[src/rtl/dispram_pkg.sv]
`timescale 1ns/1ps
package dispram_pkg;

  // One-hot (or empty) action selected by the control for this cycle
  typedef struct packed {
    logic loadPage;
    logic loadColHi;
    logic loadColLo;
    logic doWrite;
    logic doRead;
  } ctrlStb_t;

endpackage

[src/rtl/dispram_ctrl.sv]
`timescale 1ns/1ps
module dispram_ctrl
  import dispram_pkg::*;
#(
  parameter int PAGE_COUNT = 9,
  parameter int PAGE_W     = 4
) (
  input  logic              setPageStb,
  input  logic [PAGE_W-1:0] pageIn,
  input  logic              setColHiStb,
  input  logic              setColLoStb,
  input  logic              wrStb,
  input  logic              rdStb,
  output ctrlStb_t          stb
);

  localparam logic [PAGE_W-1:0] LAST_PAGE = PAGE_W'(PAGE_COUNT - 1);

  logic pageValid;
  assign pageValid = (pageIn <= LAST_PAGE);

  // Fixed priority; an out-of-range page code still consumes the cycle
  always_comb begin
    stb = '0;
    if (setPageStb)       stb.loadPage  = pageValid;
    else if (setColHiStb) stb.loadColHi = 1'b1;
    else if (setColLoStb) stb.loadColLo = 1'b1;
    else if (wrStb)       stb.doWrite   = 1'b1;
    else if (rdStb)       stb.doRead    = 1'b1;
  end

endmodule

[src/rtl/dispram_datapath.sv]
`timescale 1ns/1ps
module dispram_datapath
  import dispram_pkg::*;
#(
  parameter int COL_COUNT      = 132,
  parameter int DATA_W         = 8,
  parameter int PAGE_COUNT     = 9,
  parameter int LAST_PAGE_BITS = 1,
  parameter int COL_W          = 8,
  parameter int PAGE_W         = 4,
  parameter int NIB_W          = 4
) (
  input  logic              clk,
  input  logic              rstN,
  input  ctrlStb_t          stb,
  input  logic [PAGE_W-1:0] pageIn,
  input  logic [NIB_W-1:0]  nibbleIn,
  input  logic [DATA_W-1:0] hostDataIn,
  input  logic              adcRev,
  input  logic [DATA_W-1:0] ramRdData,
  output logic [PAGE_W-1:0] ramPage,
  output logic [COL_W-1:0]  ramCol,
  output logic              ramWrEn,
  output logic [DATA_W-1:0] ramWrData,
  output logic [DATA_W-1:0] rdData,
  output logic [COL_W-1:0]  segIdx
);

  localparam logic [COL_W-1:0]  COL_MAX   = COL_W'(COL_COUNT - 1);
  localparam logic [PAGE_W-1:0] LAST_PAGE = PAGE_W'(PAGE_COUNT - 1);

  logic [PAGE_W-1:0] curPage;
  logic [COL_W-1:0]  curCol;
  logic [DATA_W-1:0] holdReg;
  logic [DATA_W-1:0] rdReg;
  logic [DATA_W-1:0] pageMask;
  logic              onLastPage;
  logic [COL_W-1:0]  colAfterAccess;
  logic [COL_W-1:0]  colHiMerged;
  logic [COL_W-1:0]  colLoMerged;

  function automatic logic [COL_W-1:0] clampCol(input logic [COL_W-1:0] v);
    return (v > COL_MAX) ? COL_MAX : v;
  endfunction

  assign onLastPage = (curPage == LAST_PAGE);

  // Only the low bits exist on the partial last page
  for (genvar b = 0; b < DATA_W; b++) begin : g_mask
    if (b < LAST_PAGE_BITS) begin : g_keep
      assign pageMask[b] = 1'b1;
    end else begin : g_drop
      assign pageMask[b] = ~onLastPage;
    end
  end

  assign colAfterAccess = (curCol == COL_MAX) ? curCol : curCol + 1'b1;
  assign colHiMerged    = clampCol({nibbleIn, curCol[NIB_W-1:0]});
  assign colLoMerged    = clampCol({curCol[COL_W-1:NIB_W], nibbleIn});

  always_ff @(posedge clk or negedge rstN) begin
    if (!rstN) begin
      curPage <= '0;
      curCol  <= '0;
      holdReg <= '0;
      rdReg   <= '0;
    end else begin
      if (stb.loadPage) curPage <= pageIn;
      if (stb.loadColHi)                  curCol <= colHiMerged;
      else if (stb.loadColLo)             curCol <= colLoMerged;
      else if (stb.doWrite || stb.doRead) curCol <= colAfterAccess;
      if (stb.doRead) begin
        rdReg   <= holdReg;
        holdReg <= ramRdData & pageMask;
      end
    end
  end

  assign ramPage   = curPage;
  assign ramCol    = curCol;
  assign ramWrEn   = stb.doWrite;
  assign ramWrData = hostDataIn & pageMask;
  assign rdData    = rdReg;
  assign segIdx    = adcRev ? (COL_MAX - curCol) : curCol;

endmodule

[src/rtl/dispram_access.sv]
`timescale 1ns/1ps
module dispram_access
  import dispram_pkg::*;
#(
  parameter int COL_COUNT      = 132,
  parameter int DATA_W         = 8,
  parameter int PAGE_COUNT     = 9,
  parameter int LAST_PAGE_BITS = 1,
  localparam int COL_W  = $clog2(COL_COUNT),
  localparam int PAGE_W = $clog2(PAGE_COUNT),
  localparam int NIB_W  = COL_W / 2
) (
  input  logic              clk,
  input  logic              rstN,
  input  logic              setPageStb,
  input  logic [PAGE_W-1:0] pageIn,
  input  logic              setColHiStb,
  input  logic              setColLoStb,
  input  logic [NIB_W-1:0]  nibbleIn,
  input  logic              wrStb,
  input  logic              rdStb,
  input  logic [DATA_W-1:0] hostDataIn,
  input  logic              adcRev,
  output logic [PAGE_W-1:0] ramPage,
  output logic [COL_W-1:0]  ramCol,
  output logic              ramWrEn,
  output logic [DATA_W-1:0] ramWrData,
  input  logic [DATA_W-1:0] ramRdData,
  output logic [DATA_W-1:0] rdData,
  output logic [COL_W-1:0]  segIdx
);

  ctrlStb_t stb;

  dispram_ctrl #(
    .PAGE_COUNT(PAGE_COUNT),
    .PAGE_W    (PAGE_W)
  ) u_ctrl (
    .setPageStb (setPageStb),
    .pageIn     (pageIn),
    .setColHiStb(setColHiStb),
    .setColLoStb(setColLoStb),
    .wrStb      (wrStb),
    .rdStb      (rdStb),
    .stb        (stb)
  );

  dispram_datapath #(
    .COL_COUNT     (COL_COUNT),
    .DATA_W        (DATA_W),
    .PAGE_COUNT    (PAGE_COUNT),
    .LAST_PAGE_BITS(LAST_PAGE_BITS),
    .COL_W         (COL_W),
    .PAGE_W        (PAGE_W),
    .NIB_W         (NIB_W)
  ) u_dp (
    .clk       (clk),
    .rstN      (rstN),
    .stb       (stb),
    .pageIn    (pageIn),
    .nibbleIn  (nibbleIn),
    .hostDataIn(hostDataIn),
    .adcRev    (adcRev),
    .ramRdData (ramRdData),
    .ramPage   (ramPage),
    .ramCol    (ramCol),
    .ramWrEn   (ramWrEn),
    .ramWrData (ramWrData),
    .rdData    (rdData),
    .segIdx    (segIdx)
  );

endmodule

[config.mk]
export PLATFORM = sky130hd
export DESIGN_NAME = dispram_access
export DESIGN_NICKNAME = d
export VERILOG_FILES = /design/src/rtl/dispram_pkg.sv /design/src/rtl/dispram_ctrl.sv /design/src/rtl/dispram_datapath.sv /design/src/rtl/dispram_access.sv
export SDC_FILE = /design/constraint.sdc
export NUM_CORES = 1
export LEC_CHECK = 0
export BUFFER_PORTS_ARGS = -buffer_cell sky130_fd_sc_hd__buf_2
export CAP_MARGIN = 20
export CORE_ASPECT_RATIO = 1.2
export CORE_MARGIN = 2
export CORE_UTILIZATION = 30
export DETAILED_ROUTE_END_ITERATION = 6
export PLACE_DENSITY = 0.51
export SLEW_MARGIN = 30
export SYNTH_ARGS = -nofsm -noshare
export SYNTH_HDL_FRONTEND = slang
export SYNTH_HIERARCHICAL = 1
export SYNTH_SLANG_ARGS = --single-unit
[constraint.sdc]
create_clock -name clk -period 3 [get_ports clk]
set_input_delay 0.15 -clock clk [delete_from_list [all_inputs] [get_ports clk]]
set_output_delay 0.15 -clock clk [all_outputs]
set_load 0.03 [all_outputs]
==> results by group, run 1 <==
Run status
  – Status: complete, no violations

Power and ir drop
  – Standby leakage power: 1.01 nW
  – Pwr/cell area: 683 nW/µm²
  – PnR Total Power: 1.51 mW
  – Maximum VDD drop: 0.000314 V

Global routing
  – Total Routing Usage GR: 14.5%
  – Remaining global-route overflow: 0
  – Vias in the first global route: 1,593
  – Pin count of the biggest net entering global routing: 29
  – Number of antenna violations at the first check in global routing: 0
  – Global-route wire length before repair: 7.45 mm

Timing
  – Maximum clock skew at final layout: 8.53 ps
  – Post-layout min period: 2120 ps
  – Setup tns final: 0 ps
  – Unrepaired setup endpoints after global routing: no
  – F_max: 473 MHz
  – Transition time at the pin with the least slew margin: 669 ps
  – # setup viols final: 0
  – Fin. max-slew vios: 0
  – Share of the clock period used by the worst path after layout: 70.5%
  – Final Hold Violating Endpoints: 0
  – Worst slew margin: 55.4%

Worst setup path
  – Critical path cell sequence: inv_1 -> ha_1 -> and3_1 -> a211oi_1 -> nor3_2 -> a221o_1
  – Max FO, Critical Path: 9
  – WP data required: 3160 ps
  – Kind of launch point of the worst setup path: register
  – Crit path DAT: 2280 ps
  – CP max-delay cell: sky130_fd_sc_hd__dfrtp_1
  – Critical Path Sink Type: register
  – CP peak stage delay: 520 ps
  – Type of the setup path with the least slack: register to register

Cells and area
  – Area Growth Syn to Fin: 26.9%
  – Area of all placed cells without fillers: 2210 µm²
  – Fraction of layout cells with a size suffix above 1: 39.4%
  – Total inserted antenna cells: 0
  – Utilization after layout: 39.3%
  – Count of placed standard cells in the final layout, fillers left out: 305
  – Final Net Count: 278
  – Filler cell count: 578

Route
  – Final wirelength: 4.44 mm
  – Drc violations: 0
  – Detail-routed net length per standard cell: 14.5 µm
  – Ratio of routed vias to standard cells: 5.27
  – Violation count after the first detailed-routing iteration: 124
  – First-pass iteration count of the detailed router: 4
  – Detail Route Antenna Nets: 0
  – Total number of vias: 1,608

Placement
  – Placed Cells incl. Taps: 300
  – Area of placed instances: 2130 µm²
  – Final RePlAce weighted congestion: 0.830
  – Count of input and output buffers: 66
  – Hpwl dp: 3.31 mm

Yosys
  – Simple-gate share of the synthesized area: 21.0%
  – Post-synthesis average cell area: 9.85 µm²
  – Top cells by count, synth: sky130_fd_sc_hd__dfrtp_1, sky130_fd_sc_hd__inv_1, sky130_fd_sc_hd__mux2_2, sky130_fd_sc_hd__nand2_1
  – Proportion of synthesized chip area in sequential cells: 40.2%
  – Count of flip-flops with a built-in enable after synthesis: 0
  – Mapped cell area: 1740 µm²
  – Synthesized-area fraction occupied by adder cells: 2.87%
  – Count of cell types in the netlist: 48
  – Synth async-reset ratio: 100%
  – Biggest area contributors in the synthesized netlist: sky130_fd_sc_hd__dfrtp_1, sky130_fd_sc_hd__mux2_2, sky130_fd_sc_hd__nor2b_1
  – Yosys Warn Count: 6
  – Net count after synthesis: 213
  – Post-synthesis cell type with the largest combined area: sky130_fd_sc_hd__dfrtp_1
  – Synthesized-area fraction occupied by ao, oa, aoi and oai cells: 17.4%
  – Commonest register cell after synthesis: sky130_fd_sc_hd__dfrtp_1
  – Post-synth top area share: 40.2%
  – Gate count after technology mapping: 177
  – Seq cells post-synth: 28
  – Share of the synthesized netlist area taken by xor and xnor gates: 3.52%
  – Multiplexer area fraction after synthesis: 8.97%
  – Most common cell in the synthesized netlist: sky130_fd_sc_hd__dfrtp_1
  – Main combinational cell family by area after synthesis: simple AND/OR/NAND/NOR gates

Die
  – Effective utilization at floorplan: 31.0%
  – Number of standard-cell rows in the floorplan: 30
  – X dimension of the die: 73.6 µm
  – Top-Level Pins: 69
  – Placeable core region: 5630 µm²
  – Overall die height: 87.5 µm
  – Floorplan die area: 6440 µm²

Min path
  – Worst hold path class: input pin to register

Clocking
  – Number of buffers between clock root and the deepest sink: 2
  – Clock sink total: 28
  – Clock insertion delay at the later pin of the skew report: 280 ps
  – Num CTS Buffers: 3
  – Clock tree from TritonCTS: done
  – Clock slew seen by the registers of the worst setup and hold paths: 110 ps
  – Number of H-tree levels: 1
  – Clock root buffer: sky130_fd_sc_hd__clkbuf_8

Run
  – Maximum Capacitance Violations: 0
[what timing repair did]
action / 4_1_cts / 5_1_grt
endpoints found under the hold margin: 28 / 0
buffers inserted: 0 / 0
resized for setup: 0 / 0
hold buffers: 1 / 0
[stage by stage]
stage	hold WS (ps)	worst slack, ps
floorplan	-146	940
global placement	220	989
detailed placement	229	934
CTS	88.4	901
global route	93.6	753
finish	96.2	884
[logic make-up after synthesis]
group,after synthesis
muxes,14
AOI/OAI and AO/OA,41
DFF,28
xor gates and xnor gates,7
adders and majority gates,4
buffers and inverters,24
and+or+nand+nor,59
[cell usage in the layout (no fill, tap or decap), types with 4 or more instances in the layout]
cell type,Yosys,routed
sky130_fd_sc_hd__nor2b_1,9,9
sky130_fd_sc_hd__a211oi_1,4,4
sky130_fd_sc_hd__nand2b_1,4,4
sky130_fd_sc_hd__a21oi_1,7,7
sky130_fd_sc_hd__nand3_1,7,7
sky130_fd_sc_hd__dfrtp_1,28,28
sky130_fd_sc_hd__nor4_1,4,4
sky130_fd_sc_hd__ha_1,4,4
sky130_fd_sc_hd__mux2_2,13,13
sky130_fd_sc_hd__inv_1,14,14
sky130_fd_sc_hd__o22ai_1,9,9
sky130_fd_sc_hd__nand2_1,12,12
sky130_fd_sc_hd__buf_2,1,66
sky130_fd_sc_hd__xnor2_1,4,4
[worst paths after layout]
path / from / end / slack, ps / depth (start not counted)
min in group asynchronous: rstN / u_dp/rdData[3]$_DFFE_PN0P_ / 430 / 2
max in group asynchronous: rstN / u_dp/ramCol[7]$_DFFE_PN0P_ / 2130 / 2
worst max register to register: u_dp/ramCol[2]$_DFFE_PN0P_ / u_dp/ramCol[6]$_DFFE_PN0P_ / 880 / 6
worst max-delay path: u_dp/ramCol[2]$_DFFE_PN0P_ / u_dp/ramCol[6]$_DFFE_PN0P_ / 880 / 6
worst min-delay path: ramRdData[2] / u_dp/holdReg[2]$_DFFE_PN0P_ / 100 / 3
worst min register to register: u_dp/holdReg[0]$_DFFE_PN0P_ / u_dp/holdReg[0]$_DFFE_PN0P_ / 510 / 1
[power by group]
part | internal (mW) | total [mW] | leakage, nW | switching [mW]
Sequential | 0.472 | 0.554 | 0.344 | 0.0819
Combinational | 0.231 | 0.652 | 0.632 | 0.421
Clock | 0.179 | 0.304 | 0.0357 | 0.125
Total | 0.881 | 1.51 | 1.01 | 0.629
[state kept, by name, indices dropped and copies added, names as in the netlist]
signal,cells
u_dp/holdReg,8
u_dp/ramCol,8
u_dp/rdData,8
u_dp/ramPage,4
[routing by layer]
layer  vias to the layer above  GRT usage [%]  share of wire (%)  routed length (µm)
met3                         4           2.31                6.8                 303
met5                         -              0                  0                   0
li1                        775              -                  -                   -
met4                         0           4.30               0.86                  38
met1                       753           19.2                 45                2010
met2                        76           24.1                 47                2080
[critical path, delay by kind of cell (launching register included)]
kind                     cells  cell delay (ps)
adder cells (fa/ha/maj)      1              270
AND/OR/NAND/NOR              2              330
flip-flops                   1              520
buffers and inverters        1              140
AO/OA/AOI/OAI                2              740
[area by class of cell]
class | count | area (µm²) | area share (%)
Multi-Input combinational cell | 125 | 945 | 42.7
Sequential cell | 28 | 701 | 31.7
Timing Repair Buffer | 70 | 363 | 16.4
Tap cell | 64 | 80.1 | 3.62
Inverter | 14 | 52.6 | 2.38
Clock buffer | 3 | 41.3 | 1.87
Clock inverter | 1 | 30.0 | 1.36
(Power assumes the default switching activity.)
==> inputs of run 2 (changes only) <==
--- a/config.mk
+++ b/config.mk
@@ -11,7 +11,7 @@
 export CORE_MARGIN = 2
 export CORE_UTILIZATION = 30
 export DETAILED_ROUTE_END_ITERATION = 6
-export PLACE_DENSITY = 0.51
+export PLACE_DENSITY = 0.53
 export SLEW_MARGIN = 30
 export SYNTH_ARGS = -nofsm -noshare
 export SYNTH_HDL_FRONTEND = slang
==> constraint.sdc (replaced) <==
create_clock -name clk -period 1.7 [get_ports clk]
set_input_delay 0.085 -clock clk [delete_from_list [all_inputs] [get_ports clk]]
set_output_delay 0.085 -clock clk [all_outputs]
set_load 0.03 [all_outputs]
==> run 2 against run 1 <==
Sequential share of layout area shrank 2.4 points. Clock-buffer cell count is the same. Cell count grew 5.6%. Non-clock buffer count grew 17. Utilization grew 3.5 points. Die area is the same. Clock power grew 72%. Worst hold slack lost 63 ps. Via count grew 2.2%. Flip-flop and latch count is the same. Combinational power grew 110%. Clock skew shrank 2.9 ps.
==> results by group, run 2 (synthesized netlist as in run 1, its figures left out) <==
Clocking
  – Clock tree from TritonCTS: done
  – Clock root buffer: sky130_fd_sc_hd__clkbuf_8
  – Num CTS Buffers: 3 (unchanged)
  – Number of buffers between clock root and the deepest sink: 2 (unchanged)
  – Clock insertion delay at the later pin of the skew report: 270 ps (about the same)
  – Clock slew seen by the registers of the worst setup and hold paths: 100 ps (about the same)
  – Number of H-tree levels: 1 (unchanged)
  – Clock sink total: 28 (unchanged)

Global routing
  – Vias in the first global route: 1,693 (+6.3%)
  – Number of antenna violations at the first check in global routing: 0 (unchanged)
  – Global-route wire length before repair: 7.75 mm (+4.0%)
  – Total Routing Usage GR: 15.0% (+0.54 points)
  – Remaining global-route overflow: 0 (unchanged)
  – Pin count of the biggest net entering global routing: 29 (unchanged)

Route
  – First-pass iteration count of the detailed router: 4 (unchanged)
  – Violation count after the first detailed-routing iteration: 97 (-22%)
  – Drc violations: 0 (unchanged)
  – Detail Route Antenna Nets: 0 (unchanged)
  – Final wirelength: 4.62 mm (+4.1%)
  – Ratio of routed vias to standard cells: 5.10 (-3.2%)
  – Total number of vias: 1,643 (+2.2%)
  – Detail-routed net length per standard cell: 14.3 µm (-1.4%)

Timing
  – Worst slew margin: 57.5% (+2.1 points)
  – Setup tns final: 0 ps (unchanged)
  – # setup viols final: 0 (unchanged)
  – Transition time at the pin with the least slew margin: 638 ps (-31.8 ps)
  – WHS: 33.4 ps (-62.8 ps)
  – Share of the clock period used by the worst path after layout: 97.2% (+27 points)
  – Post-layout min period: 1650 ps (-464 ps)
  – Maximum clock skew at final layout: 5.65 ps (-2.88 ps)
  – Unrepaired setup endpoints after global routing: yes
  – Fin worst setup slack: 47.5 ps (-836 ps)
  – Final Hold Violating Endpoints: 0 (unchanged)
  – F_max: 605 MHz (+28%)
  – Fin. max-slew vios: 0 (unchanged)

Worst setup path
  – Type of the setup path with the least slack: register to register
  – CP peak stage delay: 420 ps (-100 ps)
  – Critical Path Sink Type: register
  – WP data required: 1860 ps (-1300 ps)
  – Kind of launch point of the worst setup path: register
  – CP max-delay cell: sky130_fd_sc_hd__dfrtp_2
  – Reg-to-reg setup timing slack: 50 ps (-840 ps)
  – R2r worst-path depth: 6 (unchanged)
  – Critical register-to-register path endpoint: u_dp/ramCol[0]$_DFFE_PN0P_
  – Critical Path Most Common Cell: sky130_fd_sc_hd__a21oi_1
  – Critical path cell sequence: inv_2 -> ha_2 -> a21oi_1 -> o41a_1 -> nor4b_2 -> a21oi_1
  – Crit path DAT: 1810 ps (-470 ps)
  – Max FO, Critical Path: 5 (-4)
  – Startpoint of the worst register-to-register path: u_dp/ramCol[3]$_DFFE_PN0P_

Placement
  – Count of input and output buffers: 66 (unchanged)
  – Placed Cells incl. Taps: 316 (+5.3%)
  – Area of placed instances: 2290 µm² (+7.6%)
  – Placement-stage worst setup slack: 65.2 ps (-868 ps)
  – Hpwl dp: 3.56 mm (+7.7%)
  – Final RePlAce weighted congestion: 0.856 (+3.1%)

Power and ir drop
  – Standby leakage power: 1.10 nW (+8.8%)
  – Maximum VDD drop: 0.000554 V (+77%)
  – Pwr/cell area: 1170 nW/µm² (+71%)
  – PnR Total Power: 2.81 mW (+86%)

Die
  – Number of standard-cell rows in the floorplan: 30 (unchanged)
  – X dimension of the die: 73.6 µm (unchanged)
  – Overall die height: 87.5 µm (unchanged)
  – Floorplan die area: 6440 µm² (unchanged)
  – Effective utilization at floorplan: 31.0% (unchanged)
  – Placeable core region: 5630 µm² (unchanged)
  – Top-Level Pins: 69 (unchanged)

Run
  – Maximum Capacitance Violations: 0 (unchanged)

Cells and area
  – Filler cell count: 562 (-2.8%)
  – Commonest non-fill, non-tap cell in the layout: sky130_fd_sc_hd__buf_2
  – Total inserted antenna cells: 0 (unchanged)
  – Area Growth Syn to Fin: 38.1%
  – Final Net Count: 295 (+6.1%)
  – Highest-count cells in the layout ignoring fill and taps: sky130_fd_sc_hd__buf_2, sky130_fd_sc_hd__dfrtp_1, sky130_fd_sc_hd__buf_4
  – Fraction of layout cells with a size suffix above 1: 49.6% (+10 points)
  – Count of placed standard cells in the final layout, fillers left out: 322 (+5.6%)
  – Utilization after layout: 42.8% (+3.5 points)
  – Area of all placed cells without fillers: 2410 µm² (+8.8%)

Min path
  – Worst hold path stage count: 3 (unchanged)
  – Worst hold path class: input pin to register
  – Worst Hold Path EP: u_dp/holdReg[3]$_DFFE_PN0P_
  – Startpoint of the lowest-slack hold path: ramRdData[3]

Run status
  – Status: complete, no violations
## run 2: cell types whose count changed in the layout (fill, tap and decap cells not counted), sizes merged
cell    delta
buf       +16
clkbuf     +1
## run 2: worst max-delay path by stage
stage | to | cells after the start | from
after floorplan | u_dp/ramCol[6]$_DFFE_PN0P_ | 6 | u_dp/ramCol[2]$_DFFE_PN0P_
after CTS | segIdx[7] | 5 | u_dp/ramCol[4]$_DFFE_PN0P_
final | u_dp/ramCol[0]$_DFFE_PN0P_ | 6 | u_dp/ramCol[3]$_DFFE_PN0P_
after global routing | u_dp/ramCol[0]$_DFFE_PN0P_ | 6 | u_dp/ramCol[2]$_DFFE_PN0P_
after detailed placement | u_dp/ramCol[0]$_DFFE_PN0P_ | 6 | u_dp/ramCol[3]$_DFFE_PN0P_
after global placement | u_dp/ramCol[0]$_DFFE_PN0P_ | 6 | u_dp/ramCol[3]$_DFFE_PN0P_
## run 2: power breakdown
part           leakage (nW)  internal, mW  switching, mW
Combinational         0.726         0.521          0.839
Sequential            0.339         0.838         0.0930
Clock                0.0357         0.315          0.208
## run 2: final cells by class
cell class	count	area [µm²]	area share, %
well taps	64	80.1	3.33
clock buffers	3	41.3	1.72
multi-input cells	125	998	41.5
flip-flops and latches	28	706	29.3
repair buffers	87	499	20.7
clock inverters	1	30.0	1.25
inverters	14	52.6	2.18
## run 2: timing repair
action / in CTS / in global routing
resized for setup: 0 / 8
pin swaps: 1 / 3
endpoints found under the setup margin: 1 / 5
endpoints found under the hold margin: 28 / 0
setup buffers: 1 / 0
hold buffers: 1 / 0
## run 2: routing by layer
layer  part of all wire (%)  vias to the layer above  global-route usage, %
met5                      0                        -                      0
met1                     44                      760                   19.6
met4                    2.1                        0                   4.79
met2                     47                       69                   25.2
li1                       -                      806                      -
met3                    6.5                        8                   2.43
## run 2: worst max-delay path: cells and delay by family, from the launching register on
kind / cells / cell delay, ps
buffers and inverters: 1 / 90
AOI/OAI and AO/OA: 3 / 550
and+or+nand+nor: 1 / 290
DFF: 1 / 420
adders and majority gates: 1 / 200
